--- config.mk ---
export PLATFORM = sky130hd
export DESIGN_NAME = dma_req_gen
export DESIGN_NICKNAME = d
export VERILOG_FILES = /design/src/rtl/dmareq_pkg.sv /design/src/rtl/dreq_thresh.sv /design/src/rtl/dreq_tx_unpack.sv /design/src/rtl/dreq_rx_pack.sv /design/src/rtl/dma_req_gen.sv
export SDC_FILE = /design/constraint.sdc
export NUM_CORES = 1
export LEC_CHECK = 0
export BUFFER_PORTS_ARGS = -buffer_cell sky130_fd_sc_hd__buf_4
export CORE_MARGIN = 10
export CORE_UTILIZATION = 40
export DETAILED_ROUTE_END_ITERATION = 6
export SETUP_SLACK_MARGIN = 0.4
export SYNTH_ARGS = -nofsm -noshare
export SYNTH_HDL_FRONTEND = slang
export SYNTH_SLANG_ARGS = --single-unit
--- constraint.sdc ---
create_clock -name clk -period 11.4 [get_ports clk]
set_input_delay 2.28 -clock clk [delete_from_list [all_inputs] [get_ports clk]]
set_output_delay 2.28 -clock clk [all_outputs]
set_load 0.02 [all_outputs]
--- src/rtl/dmareq_pkg.sv ---
package dmareq_pkg;

  localparam int THR_W = 8;

  // Field layout of the threshold load word, most significant first.
  typedef struct packed {
    logic [THR_W-1:0] rx_panic;
    logic [THR_W-1:0] rx_req;
    logic [THR_W-1:0] tx_panic;
    logic [THR_W-1:0] tx_req;
  } thr_cfg_t;

  localparam thr_cfg_t THR_RESET = '{
    rx_panic: 8'h30, rx_req: 8'h20, tx_panic: 8'h10, tx_req: 8'h20
  };

  // The TX side asks for data while the FIFO is at or below the mark.
  function automatic logic tx_low(input logic [THR_W-1:0] lvl,
                                  input logic [THR_W-1:0] thr);
    return lvl <= thr;
  endfunction

  // The RX side asks while the FIFO is strictly above the mark.
  function automatic logic rx_high(input logic [THR_W-1:0] lvl,
                                   input logic [THR_W-1:0] thr);
    return lvl > thr;
  endfunction

  // Bytes of the next word that still belong to the frame.
  function automatic int unsigned chunk_bytes(input int unsigned remaining,
                                              input int unsigned per_word);
    return (remaining < per_word) ? remaining : per_word;
  endfunction

endpackage

--- src/rtl/dreq_thresh.sv ---
module dreq_thresh
  import dmareq_pkg::*;
(
  input  logic             clk,
  input  logic             rst_n,
  input  logic             dma_en,
  input  logic             cfg_wr,
  input  logic [31:0]      cfg_wdata,
  input  logic [THR_W-1:0] tx_level,
  input  logic [THR_W-1:0] rx_level,
  input  logic             frame_fin,
  output logic             tx_dreq,
  output logic             rx_dreq,
  output logic             tx_panic,
  output logic             rx_panic
);

  thr_cfg_t cfg;

  always_ff @(posedge clk or negedge rst_n) begin
    if (!rst_n)      cfg <= THR_RESET;
    else if (cfg_wr) cfg <= thr_cfg_t'(cfg_wdata);
  end

  logic rx_tail;
  assign rx_tail = frame_fin && (rx_level != '0);

  always_ff @(posedge clk or negedge rst_n) begin
    if (!rst_n) begin
      tx_dreq  <= 1'b0;
      rx_dreq  <= 1'b0;
      tx_panic <= 1'b0;
      rx_panic <= 1'b0;
    end else begin
      tx_dreq  <= dma_en && tx_low(tx_level, cfg.tx_req);
      tx_panic <= dma_en && tx_low(tx_level, cfg.tx_panic);
      rx_dreq  <= dma_en && (rx_high(rx_level, cfg.rx_req) || rx_tail);
      rx_panic <= dma_en && rx_high(rx_level, cfg.rx_panic);
    end
  end

  assert_quiet_when_off_R7: assert property (@(posedge clk) disable iff (!rst_n)
    !$past(dma_en) |-> !(tx_dreq || rx_dreq || tx_panic || rx_panic));

  assert_tx_panic_nested_R3: assert property (@(posedge clk) disable iff (!rst_n)
    (tx_panic && ($past(cfg.tx_panic) <= $past(cfg.tx_req))) |-> tx_dreq);

  assert_rx_panic_nested_R5: assert property (@(posedge clk) disable iff (!rst_n)
    (rx_panic && ($past(cfg.rx_panic) >= $past(cfg.rx_req))) |-> rx_dreq);

endmodule

--- src/rtl/dreq_tx_unpack.sv ---
module dreq_tx_unpack
  import dmareq_pkg::*;
#(
  parameter int LEN_W      = 16,
  parameter int WORD_BYTES = 4
) (
  input  logic                    clk,
  input  logic                    rst_n,
  input  logic                    run,
  input  logic [LEN_W-1:0]        len,
  input  logic                    wr_valid,
  input  logic [8*WORD_BYTES-1:0] wr_data,
  output logic                    wr_ready,
  input  logic                    tx_full,
  output logic                    tx_push,
  output logic [7:0]              tx_byte,
  output logic                    all_sent
);

  localparam int LEFT_W = $clog2(WORD_BYTES + 1);

  logic [LEN_W-1:0]        taken;
  logic [LEFT_W-1:0]       left;
  logic [8*WORD_BYTES-1:0] word;
  logic [LEN_W-1:0]        remaining;
  logic [LEFT_W-1:0]       chunk;
  logic                    accept;

  assign remaining = len - taken;
  assign chunk     = LEFT_W'(chunk_bytes(32'(remaining), WORD_BYTES));
  assign wr_ready  = run && (left == '0) && (remaining != '0);
  assign accept    = wr_valid && wr_ready;
  assign tx_push   = run && (left != '0) && !tx_full;
  assign tx_byte   = word[7:0];
  assign all_sent  = run && (remaining == '0) && (left == '0);

  always_ff @(posedge clk or negedge rst_n) begin
    if (!rst_n) begin
      taken <= '0;
      left  <= '0;
      word  <= '0;
    end else if (!run) begin
      taken <= '0;
      left  <= '0;
      word  <= '0;
    end else if (accept) begin
      word  <= wr_data;
      left  <= chunk;
      taken <= taken + LEN_W'(chunk);
    end else if (tx_push) begin
      word  <= word >> 8;
      left  <= left - 1'b1;
    end
  end

  assert_hold_when_full_R8: assert property (@(posedge clk) disable iff (!rst_n)
    tx_full |-> !tx_push);

  assert_low_byte_first_R8: assert property (@(posedge clk) disable iff (!rst_n)
    accept |=> (tx_byte == $past(wr_data[7:0])));

  assert_within_length_R9: assert property (@(posedge clk) disable iff (!rst_n)
    (run && $stable(len)) |-> (taken <= len));

endmodule

--- src/rtl/dreq_rx_pack.sv ---
module dreq_rx_pack #(
  parameter int LEN_W      = 16,
  parameter int WORD_BYTES = 4
) (
  input  logic                    clk,
  input  logic                    rst_n,
  input  logic                    run,
  input  logic [LEN_W-1:0]        len,
  input  logic                    rx_nonempty,
  input  logic [7:0]              rx_byte,
  output logic                    rx_pop,
  output logic                    rd_valid,
  output logic [8*WORD_BYTES-1:0] rd_data,
  input  logic                    rd_ready,
  output logic                    last_handoff
);

  localparam int LEFT_W = $clog2(WORD_BYTES + 1);

  logic [LEFT_W-1:0]       have;
  logic [LEN_W-1:0]        got;
  logic [8*WORD_BYTES-1:0] acc;
  logic                    word_ready;
  logic                    count_done;
  logic                    handoff;

  assign count_done   = (got == len);
  assign word_ready   = (have == LEFT_W'(WORD_BYTES)) || ((have != '0) && count_done);
  assign rx_pop       = run && rx_nonempty && !word_ready && !count_done;
  assign rd_valid     = run && word_ready;
  assign rd_data      = acc;
  assign handoff      = rd_valid && rd_ready;
  assign last_handoff = handoff && count_done;

  always_ff @(posedge clk or negedge rst_n) begin
    if (!rst_n) begin
      have <= '0;
      got  <= '0;
      acc  <= '0;
    end else if (!run) begin
      have <= '0;
      got  <= '0;
      acc  <= '0;
    end else if (handoff) begin
      have <= '0;
      acc  <= '0;
    end else if (rx_pop) begin
      for (int b = 0; b < WORD_BYTES; b++) begin
        if (have == LEFT_W'(b)) acc[8*b +: 8] <= rx_byte;
      end
      have <= have + 1'b1;
      got  <= got + 1'b1;
    end
  end

  assert_pop_needs_data_R10: assert property (@(posedge clk) disable iff (!rst_n)
    !rx_nonempty |-> !rx_pop);

  assert_short_word_padded_R11: assert property (@(posedge clk) disable iff (!rst_n)
    (rd_valid && (have == LEFT_W'(1))) |-> (acc[8*WORD_BYTES-1:8] == '0));

endmodule

--- src/rtl/dma_req_gen.sv ---
module dma_req_gen
  import dmareq_pkg::*;
#(
  parameter int LEN_W      = 16,
  parameter int WORD_BYTES = 4,
  localparam int WORD_W    = 8 * WORD_BYTES
) (
  input  logic              clk,
  input  logic              rst_n,
  input  logic              dma_en,
  input  logic              xfer_active,
  input  logic [LEN_W-1:0]  xfer_len,
  input  logic              frame_end,
  input  logic              cfg_wr,
  input  logic [31:0]       cfg_wdata,
  input  logic [THR_W-1:0]  tx_level,
  input  logic [THR_W-1:0]  rx_level,
  input  logic              tx_full,
  output logic              tx_push,
  output logic [7:0]        tx_byte,
  input  logic [7:0]        rx_byte,
  output logic              rx_pop,
  input  logic              dma_wr_valid,
  input  logic [WORD_W-1:0] dma_wr_data,
  output logic              dma_wr_ready,
  output logic              dma_rd_valid,
  output logic [WORD_W-1:0] dma_rd_data,
  input  logic              dma_rd_ready,
  output logic              tx_dreq,
  output logic              rx_dreq,
  output logic              tx_panic,
  output logic              rx_panic,
  output logic              ta_clear
);

  logic run;
  logic all_sent;
  logic last_handoff;
  logic frame_fin;

  assign run = dma_en && xfer_active;

  dreq_tx_unpack #(.LEN_W(LEN_W), .WORD_BYTES(WORD_BYTES)) u_tx (
    .clk(clk), .rst_n(rst_n), .run(run), .len(xfer_len),
    .wr_valid(dma_wr_valid), .wr_data(dma_wr_data), .wr_ready(dma_wr_ready),
    .tx_full(tx_full), .tx_push(tx_push), .tx_byte(tx_byte), .all_sent(all_sent)
  );

  dreq_rx_pack #(.LEN_W(LEN_W), .WORD_BYTES(WORD_BYTES)) u_rx (
    .clk(clk), .rst_n(rst_n), .run(run), .len(xfer_len),
    .rx_nonempty(rx_level != '0), .rx_byte(rx_byte), .rx_pop(rx_pop),
    .rd_valid(dma_rd_valid), .rd_data(dma_rd_data), .rd_ready(dma_rd_ready),
    .last_handoff(last_handoff)
  );

  // Frame counts as finished once every byte has left the TX FIFO.
  always_ff @(posedge clk or negedge rst_n) begin
    if (!rst_n) frame_fin <= 1'b0;
    else        frame_fin <= all_sent && (tx_level == '0);
  end

  always_ff @(posedge clk or negedge rst_n) begin
    if (!rst_n) ta_clear <= 1'b0;
    else        ta_clear <= frame_end || last_handoff;
  end

  dreq_thresh u_thr (
    .clk(clk), .rst_n(rst_n), .dma_en(dma_en),
    .cfg_wr(cfg_wr), .cfg_wdata(cfg_wdata),
    .tx_level(tx_level), .rx_level(rx_level), .frame_fin(frame_fin),
    .tx_dreq(tx_dreq), .rx_dreq(rx_dreq), .tx_panic(tx_panic), .rx_panic(rx_panic)
  );

  assert_frame_end_clears_R12: assert property (@(posedge clk) disable iff (!rst_n)
    frame_end |=> ta_clear);

  assert_last_word_clears_R12: assert property (@(posedge clk) disable iff (!rst_n)
    last_handoff |=> ta_clear);

  assert_fin_needs_run_R6: assert property (@(posedge clk) disable iff (!rst_n)
    frame_fin |-> $past(run));

endmodule

==> flow_summary.toml, run 1 <==
[routing]
wirelength_mm = 22.2
routed_via_density = 5.27
via_count = 6788
drc = 0
drt-initial-drc-count = 405
antenna_left = 0
first_pass_iters = 5
routedWlPerCell_um = 17.2

[placement]
portBuffers = 161
dp_hpwl_mm = 16.4
place_inst = 1255
gp_congestion = 0.840

[floorplan]
ios = 162
die_y_um = 164
core_area_um2 = 20400
initial_core_util_pct = 40.8
die_w_um = 164
std_cell_rows = 52
dieArea_um2 = 27000

[worst_setup_path]
cp-end-kind = "output pin"
r2r_slack_ns = 6.32
crit_required_ns = 9.12
worst_setup_path_start_kind = "input port"
path_class = "input port to output pin"
cp.arrival_ns = 4.92
worstPathMaxFanout = 6

[clocking]
cts_made_buffers = 17
cts_setup_buffers = 0
clkTransAtPathRegs_ns = 0.07
cts_tree = "done"
cts_root_buf = "clkbuf_16"
ctsLongestPathBuffers = 2
clock_latency_ns = 0.43
cts_resized = 0
ctsHoldBuffers = 0
h-tree-depth = 4
numClockSinks = 140

[global_routing]
antenna_found_initial = 0
track_usage_pct = 16.4
grt_pass1_wl_mm = 35.8
grt_max_degree = 80
overflow = 0
first_global_vias = 6808

[pwr]
leakagePower_nw = 5.07
power_density_nw_per_um2 = 124
ir_drop_uv = 98.3

[layout]
drive_gt1_share_pct = 23.5
diodes = 0
fillers = 1898
instances_no_fill = 1287
fin_nets = 1176
areaGrowthSynthToFinish_pct = 23.0
final_util_pct = 50.2

[logic_synthesis]
ys_seq_area_share_pct = 42.2
synth_enable_flop_cells = 0
ys_ff_latch = 140
yosys_most_used_dff = "dfrtp_1"
synth_area_um2 = 8320
synth_common_cells = "135 x dfrtp_1, 91 x nand2_1, 59 x inv_1"
synth_top_area_cell = "dfrtp_1"
yosys.area.top_type_share_pct = 40.6
synthArstFlopShare_pct = 100
yosysWarnings = 0
synthCells = 870
synth.most_common_cell = "dfrtp_1"
synth_area_leaders = "dfrtp_1 41%, ha_1 8.6%, nand2_1 4.1%"
syn_nets = 1042
avgSynthCellArea_um2 = 9.56
ys_types = 71

[sta]
worstMarginPinSlew_ns = 0.850
hold_violations = 0
fin_skew_ns = 0.0156
drv_slew = 0
fmax_mhz = 139
finalSetupViolCount = 0
rsz0062_at_grt = "no"
tns_ns = 0
maxSlewHeadroom_pct = 43.3
period_minus_slack_ns = 7.20
finalCritPeriodShare_pct = 63.1

[hold_path]
hold_path_class = "flip-flop to flip-flop"

[job]
drv_cap = 0

[status]
outcome = "complete, no violations"
==> path summary, 6_finish.rpt <==
path,endpoint,depth (start not counted),start
min in group asynchronous,u_tx.taken[9]$_DFFE_PN0P_,1,rst_n
worst max register to register,u_tx.taken[15]$_DFFE_PN0P_,14,u_tx.taken[12]$_DFFE_PN0P_
worst min register to register,u_tx.word[25]$_DFFE_PN0P_,2,u_tx.word[25]$_DFFE_PN0P_
worst max-delay path,dma_wr_ready,12,xfer_len[0]
max in group asynchronous,u_tx.taken[1]$_DFFE_PN0P_,2,rst_n
worst min-delay path,u_tx.word[25]$_DFFE_PN0P_,2,u_tx.word[25]$_DFFE_PN0P_
==> cells by family (layout without fill, tap and decap cells) <==
| logic type | after synthesis | count (layout) | share of synthesized area (%) |
|---|---|---|---|
| AO/OA/AOI/OAI | 199 | 199 | 16.9 |
| XOR/XNOR | 35 | 35 | 3.69 |
| adder cells (fa/ha/maj) | 59 | 59 | 9.06 |
| buffers and inverters | 113 | 260 | 6.30 |
| flip-flops | 140 | 140 | 42.2 |
| multiplexers | 35 | 35 | 4.32 |
| AND/OR/NAND/NOR | 289 | 289 | 17.5 |
==> worst max-delay path, cell delays in order <==
cell	delay (ns)
buf_4	0.10
inv_1	0.04
ha_1	0.21
fa_1	0.38
nor2b_1	0.20
o22ai_1	0.11
a221o_1	0.27
or4_1	0.45
and4bb_1	0.31
nand4_2	0.18
and2_1	0.22
buf_4	0.16
==> cell usage in the layout, fill, tap and decap left out, types with 28 or more instances in the layout <==
cell type and n:
and3_1 29, inv_1 59, nand2_1 91, nand3_1 34, ha_1 57, nor2_1 54, a21oi_1 39, o21ai_0 51
buf_4 168, dfrtp_1 135, mux2i_1 28
==> final cells by class <==
cell class / count / area (um^2) / share of cell area, %
flip-flops and latches: 140 / 3510 / 34.3
clock inverters: 15 / 168 / 1.64
multi-input cells: 617 / 4290 / 42.0
clock buffers: 17 / 425 / 4.16
inverters: 59 / 221 / 2.17
repair buffers: 169 / 1270 / 12.4
well taps: 270 / 338 / 3.30
==> routing by layer <==
metal	vias up	GRT usage [%]	wire length (um)
met5	-	0	0
met4	0	3.78	154
met3	11	4.26	1340
met2	174	25.5	10200
met1	3225	22.5	10500
li1	3378	-	-
==> per-stage QoR <==
step / hold slack (ns) / area (um^2) / worst slack, ns / power, W
finish: 0.502 / 10200 / 4.20 / 0.00127
global route: 0.519 / 10200 / 4.02 / 0.00133
CTS: 0.506 / 10200 / 4.19 / 0.00129
detailed placement: 0.489 / 9640 / 4.18 / 0.000722
global placement: 0.481 / 9640 / 4.23 / 0.000721
floorplan: 0.467 / 8320 / 4.59 / 0.000644
==> where the power goes <==
part	switching (W)	total, W	internal [W]
combinational	0.000103	0.000186	0.0000831
sequential	0.00000852	0.000525	0.000517
clock	0.000263	0.000558	0.000295
total	0.000374	0.00127	0.000895
==> registers in the layout (all words and copies together), names as in the netlist, 3 cells and up <==
signal,cells
u_tx.left,3
u_rx.have,3
u_thr.cfg,32
u_rx.rd_data,32
u_tx.word,32
u_tx.taken,16
u_rx.got,16
No activity file was read; power rests on OpenSTA's default activity.
==> run 2, diff against run 1 <==
--- a/config.mk
+++ b/config.mk
@@ -5,6 +5,7 @@
 export SDC_FILE = /design/constraint.sdc
 export NUM_CORES = 1
 export LEC_CHECK = 0
+export ABC_AREA = 1
 export BUFFER_PORTS_ARGS = -buffer_cell sky130_fd_sc_hd__buf_4
 export CORE_MARGIN = 10
 export CORE_UTILIZATION = 40
==> constraint.sdc (replaced) <==
create_clock -name clk -period 6.9 [get_ports clk]
set_input_delay 1.38 -clock clk [delete_from_list [all_inputs] [get_ports clk]]
set_output_delay 1.38 -clock clk [all_outputs]
set_load 0.02 [all_outputs]
==> run 2 against run 1 <==
Compared with the run above: sequential power increased by 71%; via count increased by 6.9%; final cell count increased by 15%; critical path depth increased by 7; core utilization increased by 0.31 points; final area increased by 4.2%; clock power increased by 81%; die area increased by 3.1%; hold slack got worse by 0.0090 ns; clock skew decreased by 0.0043 ns; sequential share of layout area decreased by 1.4 points.
==> flow_summary.toml, run 2 <==
[status]
outcome = "complete, no violations"

[logic_synthesis]
yosys_most_used_dff = "dfrtp_1"
syn_nets = 1212
synth_enable_flop_cells = 0
yosys.area.top_type_share_pct = 39.2
synth_area_leaders = "dfrtp_1 39%, nand2_1 11%, ha_1 8.3%"
ys_ff_latch = 140
synthArstFlopShare_pct = 100
synth.most_common_cell = "nand2_1"
synth_top_area_cell = "dfrtp_1"
synth_area_um2 = 8610
synthCells = 1040
avgSynthCellArea_um2 = 8.28
yosysWarnings = 0
synth_common_cells = "245 x nand2_1, 163 x inv_1, 135 x dfrtp_1"
ys_seq_area_share_pct = 40.7
ys_types = 54

[placement]
portBuffers = 161
place_inst = 1449
gp_congestion = 0.834
dp_hpwl_mm = 17.9

[layout]
fin_nets = 1365
final_util_pct = 50.5
layout_commonest_cell = "nand2_1"
diodes = 0
areaGrowthSynthToFinish_pct = 23.7
fillers = 2053
final_cell_mix = "245 x nand2_1, 163 x inv_1, 162 x buf_4"
instances_no_fill = 1481
drive_gt1_share_pct = 24.0

[floorplan]
die_w_um = 167
ios = 162
std_cell_rows = 53
initial_core_util_pct = 40.8
core_area_um2 = 21100
die_y_um = 167
dieArea_um2 = 27800

[global_routing]
grt_max_degree = 74
antenna_found_initial = 1
track_usage_pct = 16.3
grt_pass1_wl_mm = 37.8
first_global_vias = 7287
overflow = 0

[pwr]
p_switching_w = 0.000628
p_int_w = 0.00166
fin_total_pwr_w = 0.00229
power_density_nw_per_um2 = 215
combinationalPowerShare_pct = 16.9
leakagePower_nw = 5.27
swShare_pct = 27.4
p_clk_share_pct = 44.0
pwr-share-seq_pct = 39.2
ir_drop_uv = 143

[sta]
tns_ns = 0
hold_violations = 0
drv_slew = 0
finalCritPeriodShare_pct = 70.7
fin_skew_ns = 0.0113
period_minus_slack_ns = 4.88
maxSlewHeadroom_pct = 42.0
finalSetupViolCount = 0
worstMarginPinSlew_ns = 0.870
rsz0062_at_grt = "no"
fmax_mhz = 205

[worst_setup_path]
cp_slowest_cell = "fa_1"
startpoint = "xfer_len[0]"
worst_path_most_repeated_cell = "nand2_1"
crit_required_ns = 5.52
r2r_slack_ns = 2.97
worst_setup_path_start_kind = "input port"
max_stage_delay_ns = 0.41
cp.arrival_ns = 3.50
crit_cells = 19
cp.buffers_inverters = 5
worstPathMaxFanout = 3
path_class = "input port to output pin"
path_cells = "buf_4 -> inv_1 -> ha_1 -> fa_1 -> inv_1 -> nand3_1 -> nand2_2 -> nand2_1 -> nand2_1 -> nand2_1 -> nand2_1 -> nand2_1 -> nor2_1 -> nand2_1 -> nor2_2 -> nand2_2 -> nand2_1 -> inv_1 -> buf_4"
r2r_cells = 21
cp-end-kind = "output pin"
crit_end = "dma_wr_ready"
crit_family = "simple AND/OR/NAND/NOR gates"
r2r_end = "u_tx.taken[14]$_DFFE_PN0P_"
r2r_start = "u_tx.taken[6]$_DFFE_PN0P_"

[routing]
routed_via_density = 4.90
first_pass_iters = 5
routedWlPerCell_um = 15.6
drt-initial-drc-count = 432
antenna_left = 0
via_count = 7259
drc = 0
wirelength_mm = 23.1

[clocking]
cts_tree = "done"
numClockSinks = 140
cts_resized = 0
cts_made_buffers = 17
clkTransAtPathRegs_ns = 0.06
cts_setup_buffers = 0
ctsLongestPathBuffers = 2
ctsHoldBuffers = 0
clock_latency_ns = 0.42
h-tree-depth = 4
cts_root_buf = "clkbuf_16"

[job]
drv_cap = 0

[hold_path]
hold_path_class = "flip-flop to flip-flop"
==> run 2: area by class of cell <==
class	instances	area, um^2	share of cell area [%]
clock buffers	21	460	4.32
clock inverters	11	181	1.70
inverters	174	656	6.15
multi-input cells	697	4280	40.1
flip-flops and latches	140	3510	32.9
well taps	275	344	3.23
repair buffers	163	1230	11.5
==> run 2: power groups by stage <==
stage	Combinational (W)	Clock, W	Sequential, W
2_1_floorplan	0.000217	0	0.000918
4_1_cts	0.000391	0.00102	0.000896
5_1_grt	0.000439	0.00106	0.000900
3_3_place_gp	0.000386	0	0.000908
6_report	0.000385	0.00101	0.000896
3_5_place_dp	0.000390	0	0.000910
==> run 2: worst min-delay path by stage <==
stage / slack (ns) / from / depth (start not counted) / to
detailed placement: 0.49 / u_thr.cfg[12]$_DFFE_PN1P_ / 2 / u_thr.cfg[12]$_DFFE_PN1P_
global placement: 0.49 / u_thr.cfg[21]$_DFFE_PN1P_ / 2 / u_thr.cfg[21]$_DFFE_PN1P_
global route: 0.52 / u_rx.rd_data[0]$_DFFE_PN0P_ / 1 / u_rx.rd_data[0]$_DFFE_PN0P_
finish: 0.49 / u_thr.cfg[12]$_DFFE_PN1P_ / 2 / u_thr.cfg[12]$_DFFE_PN1P_
CTS: 0.50 / u_thr.cfg[12]$_DFFE_PN1P_ / 2 / u_thr.cfg[12]$_DFFE_PN1P_
floorplan: 0.46 / u_thr.cfg[12]$_DFFE_PN1P_ / 2 / u_thr.cfg[12]$_DFFE_PN1P_
==> run 2: layer usage <==
metal	GRT usage (%)	routed length, um
met3	4.14	1320
met1	21.6	10900
met5	0	0
met2	26.1	10700
met4	4.16	187
==> run 2: per-stage QoR <==
stage	cell area (um^2)	worst slack, ns	hold WS, ns
floorplan	8610	2.47	0.463
global placement	10000	2.01	0.487
detailed placement	10000	1.90	0.491
CTS	10700	2.02	0.500
global route	10700	1.78	0.523
finish	10700	2.02	0.493
==> run 2: kinds of logic after synthesis <==
| family | count (synthesis) | synth area share, % |
|---|---|---|
| fa+ha+maj | 59 | 8.74 |
| compound gates | 147 | 11.4 |
| xor+xnor | 26 | 2.64 |
| mux | 36 | 4.71 |
| simple gates | 429 | 22.1 |
| flops | 140 | 40.7 |
| buf+inv | 203 | 9.59 |
==> run 2: tightest hold or removal path, delay by kind of cell, from the launching register on <==
kind | cells | cell delay (ns)
DFF | 1 | 0.36
buffers and inverters | 1 | 0.06
AOI/OAI and AO/OA | 1 | 0.07
